[src/rtl/serial_add_pkg.sv]
package serial_add_pkg;

    typedef enum logic {
        SEQ_IDLE = 1'b0,
        SEQ_RUN  = 1'b1
    } seq_state_e;

    typedef struct packed {
        logic sum;
        logic cout;
    } fa_result_t;

    function automatic fa_result_t full_add(input logic x, input logic y, input logic cin);
        fa_result_t r;
        r.sum  = x ^ y ^ cin;
        r.cout = (x & y) | (x & cin) | (y & cin);
        return r;
    endfunction

endpackage

[src/rtl/sa_sequencer.sv]
module sa_sequencer
    import serial_add_pkg::*;
#(
    parameter int WIDTH = 4
) (
    input  logic clk,
    input  logic rst,
    input  logic start,
    output logic busy,
    output logic shift,
    output logic clear_carry,
    output logic done
);
    localparam int CW = (WIDTH > 1) ? $clog2(WIDTH) : 1;
    localparam logic [CW-1:0] LAST = CW'(WIDTH - 1);

    seq_state_e    state;
    logic [CW-1:0] cnt;

    always_ff @(posedge clk) begin
        if (rst) begin
            state <= SEQ_IDLE;
            cnt   <= '0;
            done  <= 1'b0;
        end else begin
            done <= 1'b0;
            case (state)
                SEQ_IDLE: begin
                    if (start) begin
                        state <= SEQ_RUN;
                        cnt   <= '0;
                    end
                end
                SEQ_RUN: begin
                    if (cnt == LAST) begin
                        state <= SEQ_IDLE;
                        done  <= 1'b1;
                    end else begin
                        cnt <= cnt + 1'b1;
                    end
                end
                default: state <= SEQ_IDLE;
            endcase
        end
    end

    assign busy        = (state == SEQ_RUN);
    assign shift       = busy;
    assign clear_carry = (state == SEQ_IDLE) && start;

    // completion pulse lasts one cycle
    assert_done_single_R7: assert property (@(posedge clk) disable iff (rst)
        done |=> !done);

    // done follows the last busy cycle
    assert_done_after_busy_R7: assert property (@(posedge clk) disable iff (rst)
        done |-> (!busy && $past(busy)));

    // a running add advances every cycle whatever start does
    assert_cnt_advance_R9: assert property (@(posedge clk) disable iff (rst)
        (busy && cnt != LAST) |=> (busy && cnt == $past(cnt) + 1'b1));

    // an idle start always launches
    assert_start_launch_R3: assert property (@(posedge clk) disable iff (rst)
        (!busy && start) |=> (busy && cnt == '0));

endmodule

[src/rtl/sa_shift_reg.sv]
module sa_shift_reg #(
    parameter int WIDTH  = 4,
    parameter bit RECIRC = 1'b0
) (
    input  logic             clk,
    input  logic             rst,
    input  logic             load,
    input  logic [WIDTH-1:0] load_val,
    input  logic             shift,
    input  logic             serial_in,
    output logic [WIDTH-1:0] q,
    output logic             lsb
);
    logic feed;

    always_comb feed = RECIRC ? q[0] : serial_in;

    always_ff @(posedge clk) begin
        if (rst) begin
            q <= '0;
        end else if (shift) begin
            q <= {feed, q[WIDTH-1:1]};
        end else if (load) begin
            q <= load_val;
        end
    end

    assign lsb = q[0];

    // a shift in progress overrides any load request
    assert_shift_wins_R8: assert property (@(posedge clk) disable iff (rst)
        (shift && load) |=> (q[WIDTH-2:0] == $past(q[WIDTH-1:1])));

    generate
        if (RECIRC) begin : g_rotate
            // the bit leaving at the bottom re-enters at the top
            assert_rotate_R5: assert property (@(posedge clk) disable iff (rst)
                shift |=> (q[WIDTH-1] == $past(q[0])));
        end else begin : g_serial
            // the serial input enters at the top end
            assert_serial_top_R10: assert property (@(posedge clk) disable iff (rst)
                shift |=> (q[WIDTH-1] == $past(serial_in)));
        end
    endgenerate

endmodule

[src/rtl/sa_carry_unit.sv]
module sa_carry_unit
    import serial_add_pkg::*;
(
    input  logic clk,
    input  logic rst,
    input  logic a_bit,
    input  logic b_bit,
    input  logic shift,
    input  logic clear,
    output logic sum_bit,
    output logic carry_q
);
    fa_result_t fa;

    always_comb fa = full_add(a_bit, b_bit, carry_q);

    always_ff @(posedge clk) begin
        if (rst || clear) begin
            carry_q <= 1'b0;
        end else if (shift) begin
            carry_q <= fa.cout;
        end
    end

    assign sum_bit = fa.sum;

    // carry holds between adds
    assert_carry_hold_R6: assert property (@(posedge clk) disable iff (rst)
        (!shift && !clear) |=> $stable(carry_q));

    // a new add starts with a cleared carry
    assert_carry_clear_R6: assert property (@(posedge clk) disable iff (rst)
        clear |=> !carry_q);

endmodule

[src/rtl/serial_accum_adder.sv]
module serial_accum_adder
    import serial_add_pkg::*;
#(
    parameter int WIDTH = 4
) (
    input  logic             clk,
    input  logic             rst,
    input  logic             load_acc,
    input  logic [WIDTH-1:0] load_acc_val,
    input  logic             load_add,
    input  logic [WIDTH-1:0] load_add_val,
    input  logic             start,
    output logic             busy,
    output logic             done,
    output logic [WIDTH-1:0] acc_val,
    output logic [WIDTH-1:0] add_val,
    output logic             carry_out
);
    logic shift;
    logic clear_carry;
    logic acc_lsb;
    logic add_lsb;
    logic sum_bit;
    logic acc_load_ok;
    logic add_load_ok;

    sa_sequencer #(.WIDTH(WIDTH)) u_seq (
        .clk         (clk),
        .rst         (rst),
        .start       (start),
        .busy        (busy),
        .shift       (shift),
        .clear_carry (clear_carry),
        .done        (done)
    );

    assign acc_load_ok = load_acc && !busy;
    assign add_load_ok = load_add && !busy;

    sa_shift_reg #(.WIDTH(WIDTH), .RECIRC(1'b0)) u_acc_reg (
        .clk       (clk),
        .rst       (rst),
        .load      (acc_load_ok),
        .load_val  (load_acc_val),
        .shift     (shift),
        .serial_in (sum_bit),
        .q         (acc_val),
        .lsb       (acc_lsb)
    );

    sa_shift_reg #(.WIDTH(WIDTH), .RECIRC(1'b1)) u_add_reg (
        .clk       (clk),
        .rst       (rst),
        .load      (add_load_ok),
        .load_val  (load_add_val),
        .shift     (shift),
        .serial_in (1'b0),
        .q         (add_val),
        .lsb       (add_lsb)
    );

    sa_carry_unit u_carry (
        .clk     (clk),
        .rst     (rst),
        .a_bit   (acc_lsb),
        .b_bit   (add_lsb),
        .shift   (shift),
        .clear   (clear_carry),
        .sum_bit (sum_bit),
        .carry_q (carry_out)
    );

    // idle loads land on the next edge
    assert_acc_load_R2: assert property (@(posedge clk) disable iff (rst)
        (!busy && load_acc) |=> (acc_val == $past(load_acc_val)));

    assert_add_load_R2: assert property (@(posedge clk) disable iff (rst)
        (!busy && load_add) |=> (add_val == $past(load_add_val)));

    // idle without load keeps both operands
    assert_idle_hold_R8: assert property (@(posedge clk) disable iff (rst)
        (!busy && !load_acc && !load_add) |=> ($stable(acc_val) && $stable(add_val)));

endmodule

[config.mk]
export PLATFORM = sky130hd
export DESIGN_NAME = serial_accum_adder
export DESIGN_NICKNAME = d
export VERILOG_FILES = /design/src/rtl/serial_add_pkg.sv /design/src/rtl/sa_sequencer.sv /design/src/rtl/sa_shift_reg.sv /design/src/rtl/sa_carry_unit.sv /design/src/rtl/serial_accum_adder.sv
export SDC_FILE = /design/constraint.sdc
export NUM_CORES = 1
export LEC_CHECK = 0
export BUFFER_PORTS_ARGS = -buffer_cell sky130_fd_sc_hd__buf_2
export CORE_MARGIN = 2
export CORE_UTILIZATION = 40
export DETAILED_ROUTE_END_ITERATION = 6
export HOLD_SLACK_MARGIN = 0.02
export MAX_ROUTING_LAYER = met4
export PLACE_DENSITY_LB_ADDON = 0.08
export SYNTH_ARGS = -nofsm -noshare
export SYNTH_HDL_FRONTEND = slang
export SYNTH_SLANG_ARGS = --single-unit
[constraint.sdc]
create_clock -name clk -period 1.5 [get_ports clk]
set_input_delay 0.225 -clock clk [delete_from_list [all_inputs] [get_ports clk]]
set_output_delay 0.225 -clock clk [all_outputs]
set_load 0.02 [all_outputs]
Word level (Yosys, flattened, before mapping)
Index checks and enable logic that the tools add are counted.
Widths: inputs -> output; s select.
{"block": "classes", "n_mux": 11, "n_eq_ne": 3, "reduce_logical": 9, "bitwise_logic": 8, "n_addsub": 1}
{"cell": "$mux 4", "n": 4}
{"cell": "$mux 2", "n": 2}
{"cell": "$ne 2x2->1 const B", "n": 2}
{"cell": "$pmux 2 s2", "n": 1}
{"cell": "$reduce_bool 2->1", "n": 2}
{"cell": "$and 1x1->1", "n": 3}
{"cell": "$logic_and 1x1->1", "n": 3}
{"cell": "$mux 1", "n": 3}
{"cell": "$add 2x1->2 const B", "n": 1}
{"cell": "$eq 2x2->1 const B", "n": 1}
{"cell": "$or 1x1->1", "n": 2}
{"cell": "$pmux 1 s2", "n": 1}
{"cell": "$reduce_and 2->1", "n": 1}
{"cell": "$reduce_or 2->1", "n": 1}
{"cell": "$xor 1x1->1", "n": 2}
{"cell": "$logic_not 1->1", "n": 1}
{"cell": "$logic_or 1x1->1", "n": 1}
{"cell": "$not 1->1", "n": 1}
{"block": "totals", "out_inout_bits": 11, "input_bits": 13, "wordCells": 38, "reg_bits": 13}

Logic depth before layout (Yosys ltp)
Gate-level depths: netlist (run 1).
{"block": "depth", "ltp_word": 4, "mapped_depth": 3, "ltp_nobuf": 3}

Cells and area by module
From an unflattened synthesis (run 1), not the netlist that was laid out.
{"block": "hier_totals", "hier_cells": 63, "area_unflattened_um2": 649.4}
{"module": "sa_shift_reg", "area_each_um2": 191.4, "instances": 2, "cells_each": 19, "seq_area_each_um2": 80.1}
{"module": "sa_sequencer", "area_each_um2": 190.2, "instances": 1, "cells_each": 18, "seq_area_each_um2": 80.1}
{"module": "sa_carry_unit", "area_each_um2": 60.1, "instances": 1, "cells_each": 4, "seq_area_each_um2": 20.0}
{"module": "serial_accum_adder", "area_each_um2": 16.3, "instances": 1, "cells_each": 3, "seq_area_each_um2": 0.0}

Least setup slack after synthesis (run 1)
No wires, ideal clock.
{"block": "synth_path", "kind": "register to register", "start": "reg u_carry.carry_q", "end": "reg u_acc_reg.q[3]", "arrival_time_ns": 1.129, "path_slack_ns": 0.285, "setup_time_ns": 0.086, "path_stages_with_launch": 4, "synth_period_minus_slack_ns": 1.215, "path_buffers": 0, "required_ns": 1.414, "cell_sequence": "dfxtp_1 fa_1 nor2b_1 a211oi_1"}
{"block": "synth_between", "elab_chain_cells": 2}
{"item": "start: declaration", "line": "sa_carry_unit.sv:11", "rtl": "output logic carry_q"}
{"item": "start signal: assignment", "line": "sa_carry_unit.sv:21", "rtl": "carry_q <= fa.cout;"}
{"item": "$xor 1x1->1", "line": "serial_add_pkg.sv:15", "rtl": "r.sum = x ^ y ^ cin;"}
{"item": "$mux 4", "line": "sa_shift_reg.sv:21", "rtl": "end else if (shift) begin"}
{"item": "end signal: assignment", "line": "sa_shift_reg.sv:22", "rtl": "q <= {feed, q[WIDTH-1:1]};"}
{"item": "end signal: assignment", "line": "sa_shift_reg.sv:24", "rtl": "q <= load_val;"}
{"item": "end: declaration", "line": "sa_shift_reg.sv:11", "rtl": "output logic [WIDTH-1:0] q,"}
No other way between the ends.
A chain may end at the register's enable or synchronous reset.

Worst setup path in the final report (run 1)
{"block": "layout_path", "start": "reg u_seq.state, in the netlist u_seq.busy", "end": "out busy"}
{"item": "start: declaration", "line": "sa_sequencer.sv:17", "rtl": "seq_state_e state;"}
{"item": "start signal: assignment", "line": "sa_sequencer.sv:22", "rtl": "state <= SEQ_IDLE;"}
{"item": "start signal: assignment", "line": "sa_sequencer.sv:30", "rtl": "state <= SEQ_RUN;"}
{"item": "start signal: assignment", "line": "sa_sequencer.sv:36", "rtl": "state <= SEQ_IDLE;"}
{"item": "end: declaration", "line": "serial_accum_adder.sv:13", "rtl": "output logic busy,"}
No word-level cell between the ends.

==> impl_metrics.csv, run 1 <==
group,metric,value,unit
power,power_switching,222,µW
global_route,grt_pass1_vias,450,
timing,holdWs,226,ps
yosys,syn-cell-area,616,µm²
floorplanning,dieArea,0.00187,mm²
clock_network,cts_buffers,3,
drt,drc,0,
critical_path,end_kind,"primary output",
final_layout,layout-drive-gt1-share,35.0,%
job,cap_violations,0,
final_layout,fin_area,743,µm²
power,ir_worst_vdd,452,µV
drt,drt-vias-per-instance,5.23,
timing,rsz0062_at_grt,"no",
power,leakagePower,0.349,nW
critical_path,crit_path_cell_trace,"buf_2",
clock_network,clock_latency,270,ps
timing,worst_pin_slew,401,ps
final_layout,nets,96,
critical_path,start_kind,"register",
floorplanning,num_rows,14,
yosys,syn_inst,59,
floorplanning,boundaryPins,24,
yosys,ys_seq_area_share,42.3,%
yosys,ys_ff_latch,13,
global_route,antenna_found_initial,0,
critical_path,path_class,"register to primary output",
timing,setup_tns,0,ps
critical_path,cp_data_required_time,1270,ps
critical_path,cp_top_family,"flip-flops",
drt,drt_iter0_drc,5,
timing,max-slew-margin-rel,73.2,%
power,netSwitchingFraction,29.0,%
timing,slew_violations,0,
drt,finalWirelength,1.19,mm
global_route,overflow,0,
yosys,syn_avg_cell_area,10.4,µm²
yosys,yosys_warnings,0,
clock_network,htree_levels,1,
final_layout,antenna_cells,0,
clock_network,tritoncts,"done",
drt,vias,502,
placement,port_buffers,23,
placement,dp_hpwl,881,µm
clock_network,post-cts-setup-buffers,0,
final_layout,syn_to_final_growth,20.7,%
drt,routedWlPerCell,12.4,µm
critical_path,cpMaxStageDelayCell,"dfxtp_1",
power,internal_power,543,µW
clock_network,post_cts_resized,0,
clock_network,numClockSinks,13,
global_route,grt_max_degree,17,
final_layout,fin_util,50.5,%
yosys,synth.distinct_cells,22,
timing,hold_viol,0,
timing,finalSetupViolations,0,
power,power_frac_seq,52.2,%
power,pwr-share-comb,19.4,%
timing,skew,4.22,ps
clock_network,cts_root_buf,"clkbuf_4",
min_path,hold_class,"input pin to register",
clock_network,cts_max_path_buffers,2,
drt,drt_pass1_iterations,4,
critical_path,crit_buf_inv,1,
clock_network,postCtsHoldBufs,0,
placement,gp_congestion,0.669,
floorplanning,core_area,0.00147,mm²
timing,finalCriticalPeriod,1310,ps
power,p_clk_share,28.4,%
floorplanning,die-height,43.2,µm
critical_path,cp_slowest_stage_delay,570,ps
floorplanning,fp.dieW,43.2,µm
final_layout,fill_cells,145,
global_route,grt.total_usage,16.7,%
drt,ant_nets,0,
clock_network,path_clk_slew,80,ps
placement,placed_area,717,µm²
outcome,status,"complete, no violations",
critical_path,worst_ep_arrival_time,1080,ps
global_route,grt_pass1_wl,2.19,mm
timing,period_share,87.3,%
critical_path,critPathMaxFanout,16,
power,p_per_area,1030,mW/mm²
yosys,syn-num-nets,74,
timing,clock.fmax,764,MHz
floorplanning,start_util,41.8,%
## power by group through the flow
stage	Clock [mW]	Combinational [mW]	Sequential (mW)
after floorplan	0	0.0898	0.423
after global placement	0	0.148	0.407
after detailed placement	0	0.150	0.408
after CTS	0.227	0.151	0.400
after global routing	0.246	0.164	0.406
final	0.217	0.148	0.399
## cell families (layout without fill, tap and decap cells)
logic type,after synthesis,in the layout,share of synthesized area (%)
buffers and inverters,8,29,6.70
DFF,13,13,42.3
and+or+nand+nor,16,16,17.9
AOI/OAI and AO/OA,12,12,14.8
muxes,8,8,13.0
adders and majority gates,2,2,5.28
## path summary, 6_finish.rpt
path | from | endpoint | slack, ps | depth (start not counted)
worst max-delay path | u_seq.busy | busy | 190 | 1
worst min-delay path | start | u_carry.carry_q | 230 | 3
worst max register to register | u_seq.cnt[0] | u_seq.cnt[1] | 270 | 3
worst min register to register | u_seq.cnt[1] | u_seq.cnt[1] | 480 | 2
## sequential cells by signal (all words and copies together), names as in the netlist
register         flops
u_seq.busy           1
u_acc_reg.q          4
u_add_reg.q          4
u_seq.cnt            2
u_seq.done           1
u_carry.carry_q      1
## metal layers
| layer | GRT usage [%] | up-vias | share of wire [%] |
|---|---|---|---|
| met4 | 10.9 | 0 | 2.5 |
| met1 | 21.7 | 231 | 47 |
| li1 | - | 251 | - |
| met3 | 5.11 | 4 | 6.8 |
| met5 | - | - | 0 |
| met2 | 21.8 | 16 | 43 |
## cell usage in the layout, fill, tap and decap left out, drive strengths merged
cell type  synthesis  layout
buf                3      23
nor2b             10      10
mux2i              8       8
nor3b              1       1
or4b               1       1
or4bb              1       1
fa                 1       1
o31ai              1       1
inv                2       2
o21ba              1       1
a211oi             8       8
dfxtp             13      13
nand2b             1       1
o41ai              1       1
nand2              1       1
ha                 1       1
a21oi              1       1
or3b               1       1
clkbuf             3       4
## worst reg2reg max path: cells and delay by family, from the launching register on
| kind | cells | cell delay, ps |
|---|---|---|
| and+or+nand+nor | 1 | 470 |
| DFF | 1 | 320 |
| AOI/OAI and AO/OA | 1 | 70 |
| adders and majority gates | 1 | 260 |
## Yosys cell counts (all sizes together)
library cell / instances / area (µm²)
o41ai: 1 / 8.76
mux2i: 8 / 80.1
ha: 1 / 12.5
buf: 3 / 20.0
a21oi: 1 / 5.00
or4b: 1 / 10.0
nand2: 1 / 3.75
o21ba: 1 / 10.0
nand2b: 1 / 6.26
a211oi: 8 / 60.1
or3b: 1 / 8.76
o31ai: 1 / 7.51
clkbuf: 3 / 13.8
nor2b: 10 / 62.6
dfxtp: 13 / 260
fa: 1 / 20.0
nor3b: 1 / 7.51
inv: 2 / 7.50
or4bb: 1 / 11.3
## through the flow
step / cells / setup WS [ps] / power (mW)
final: 96 / 190 / 0.765
after global routing: 96 / 102 / 0.816
after CTS: 96 / 174 / 0.777
after detailed placement: 92 / 284 / 0.558
after global placement: 92 / 307 / 0.555
after floorplan: 59 / 285 / 0.513
## cell type report
| class | instances | area (µm²) | share of cell area, % |
|---|---|---|---|
| Timing Repair Buffer | 23 | 115 | 15.5 |
| Tap cell | 16 | 20.0 | 2.69 |
| Clock buffer | 4 | 26.3 | 3.54 |
| Inverter | 2 | 7.51 | 1.01 |
| Multi-Input combinational cell | 38 | 314 | 42.3 |
| Sequential cell | 13 | 260 | 35.0 |
(Power assumes the default switching activity.)
==> inputs of run 2 (changes only) <==
Settings changed: CAP_MARGIN set to 25.
Clock period 1.5 ns to 1.15 ns, I/O delays scaled along.
==> run 2 against run 1 <==
Final area is 11% higher. First-iteration DRC count decreased by 40%. Die area is the same. Largest power group unchanged. Final cell count rose by 7.3%. Utilization is 5.7 points higher. Critical path type is now register to register.
==> impl_metrics.csv, run 2 (synthesized netlist as in run 1, its figures left out) <==
group,metric,value,unit
outcome,status,"complete, no violations",
drt,ant_nets,0,
placement,placed_area,766,µm²
timing,setup_tns,0,ps
critical_path,cp_slowest_stage_delay,490,ps
critical_path,start_kind,"register",
drt,dr_wl_met2,501,µm
drt,drc,0,
clock_network,cts_max_path_buffers,2,
final_layout,nets,103,
floorplanning,boundaryPins,24,
timing,slew_violations,0,
floorplanning,num_rows,14,
final_layout,top_regs,"u_acc_reg.q: 4 flops, u_add_reg.q: 4 flops, u_seq.cnt: 2 flops",
power,p_per_area,1240,mW/mm²
clock_network,path_clk_slew,80,ps
placement,port_buffers,23,
drt,drt-vias-per-instance,4.96,
critical_path,critPathMaxFanout,4,
critical_path,path_class,"register to register",
timing,max-slew-margin-rel,81.8,%
global_route,grt_max_degree,10,
drt,top_layer_used,"met4",
timing,clock.fmax,870,MHz
clock_network,cts_buffers,3,
placement,gp_congestion,0.646,
final_layout,syn_to_final_growth,34.3,%
clock_network,postCtsHoldBufs,0,
global_route,grt.total_usage,15.9,%
clock_network,clock_latency,270,ps
global_route,grt_pass1_vias,475,
clock_network,htree_levels,1,
drt,route.met3.wl,81,µm
global_route,antenna_found_initial,0,
timing,period_share,100,%
timing,skew,2.82,ps
placement,dp_hpwl,906,µm
final_layout,antenna_cells,0,
min_path,hold_class,"input pin to register",
power,leakagePower,0.391,nW
drt,wl_met1,620,µm
timing,finalSetupViolations,0,
power,total_power,1.02,mW
floorplanning,fp.dieW,43.2,µm
final_layout,layout-drive-gt1-share,47.1,%
final_layout,most-common-layout-cells,"23 x buf_2, 10 x nor2b_1, 9 x dfxtp_1",
clock_network,cts_root_buf,"clkbuf_4",
clock_network,numClockSinks,13,
timing,holdWs,167,ps
power,ir_worst_vdd,537,µV
critical_path,cp_data_required_time,1330,ps
global_route,overflow,0,
floorplanning,dieArea,0.00187,mm²
job,cap_violations,0,
drt,finalWirelength,1.22,mm
final_layout,fin_util,56.2,%
timing,hold_viol,0,
critical_path,worst_ep_arrival_time,1330,ps
floorplanning,die-height,43.2,µm
drt,vias,511,
floorplanning,start_util,41.8,%
critical_path,cpMaxStageDelayCell,"or4bb_1",
timing,finalCriticalPeriod,1150,ps
critical_path,end_kind,"register",
floorplanning,core_area,0.00147,mm²
drt,drt_pass1_iterations,3,
critical_path,crit_path_cell_trace,"ha_4, or4bb_1, o41ai_2",
timing,rsz0062_at_grt,"yes",
timing,worst_pin_slew,273,ps
final_layout,final_common_cell,"buf_2",
clock_network,tritoncts,"done",
final_layout,fin_area,827,µm²
drt,drt_iter0_drc,3,
global_route,grt_pass1_wl,2.06,mm
drt,routedWlPerCell,11.9,µm
-- run 2: cell types whose count changed in the layout (fill, tap and decap cells not counted), sizes merged --
cell	before	now
buf	23	30
-- run 2: layout make-up --
type,instances,area (µm²)
repair buffers,30,171
well taps,16,20.0
inverters,2,7.51
clock buffers,4,26.3
flip-flops and latches,13,268
fillers,141,644
multi-input cells,38,334
-- run 2: worst paths after layout --
check	startpoint	to	slack (ps)	cells after the start
max	u_seq.cnt[0]	u_seq.cnt[1]	0.07	3
min	rst	u_acc_reg.q[2]	170	2
min reg2reg	u_seq.cnt[1]	u_seq.cnt[1]	500	2
max reg2reg	u_seq.cnt[0]	u_seq.cnt[1]	0.07	3
-- run 2: timing repair --
item | CTS | global route
setup buffers | 1 | 0
pin swaps | 0 | 0
gates resized for setup | 5 | 2
endpoints found under the setup margin | 4 | 3
-- run 2: power by group --
| part | switching [mW] | total [mW] | internal, mW |
|---|---|---|---|
| clock | 0.142 | 0.276 | 0.134 |
| combinational | 0.120 | 0.232 | 0.112 |
| sequential | 0.0294 | 0.515 | 0.485 |
| total | 0.292 | 1.02 | 0.732 |
-- run 2: routing by layer --
metal	track usage, %	vias up
met1	19.9	228
met2	23.0	15
met3	2.98	2
li1	-	266
met5	-	-
met4	10.9	0
-- run 2: critical path: cells and delay by family, from the launching register on --
kind / cells / cell delay, ps
and+or+nand+nor: 1 / 490
adders and majority gates: 1 / 160
AOI/OAI and AO/OA: 1 / 60
DFF: 1 / 340
-- run 2: stage by stage --
| stage | instances | setup slack [ps] |
|---|---|---|
| 3_3_place_gp | 98 | 2.70 |
| 3_5_place_dp | 98 | -7.88 |
| 5_1_grt | 103 | -27.2 |
| 4_1_cts | 103 | -4.62 |
| 2_1_floorplan | 59 | 12.4 |
| 6_report | 103 | 0.0716 |
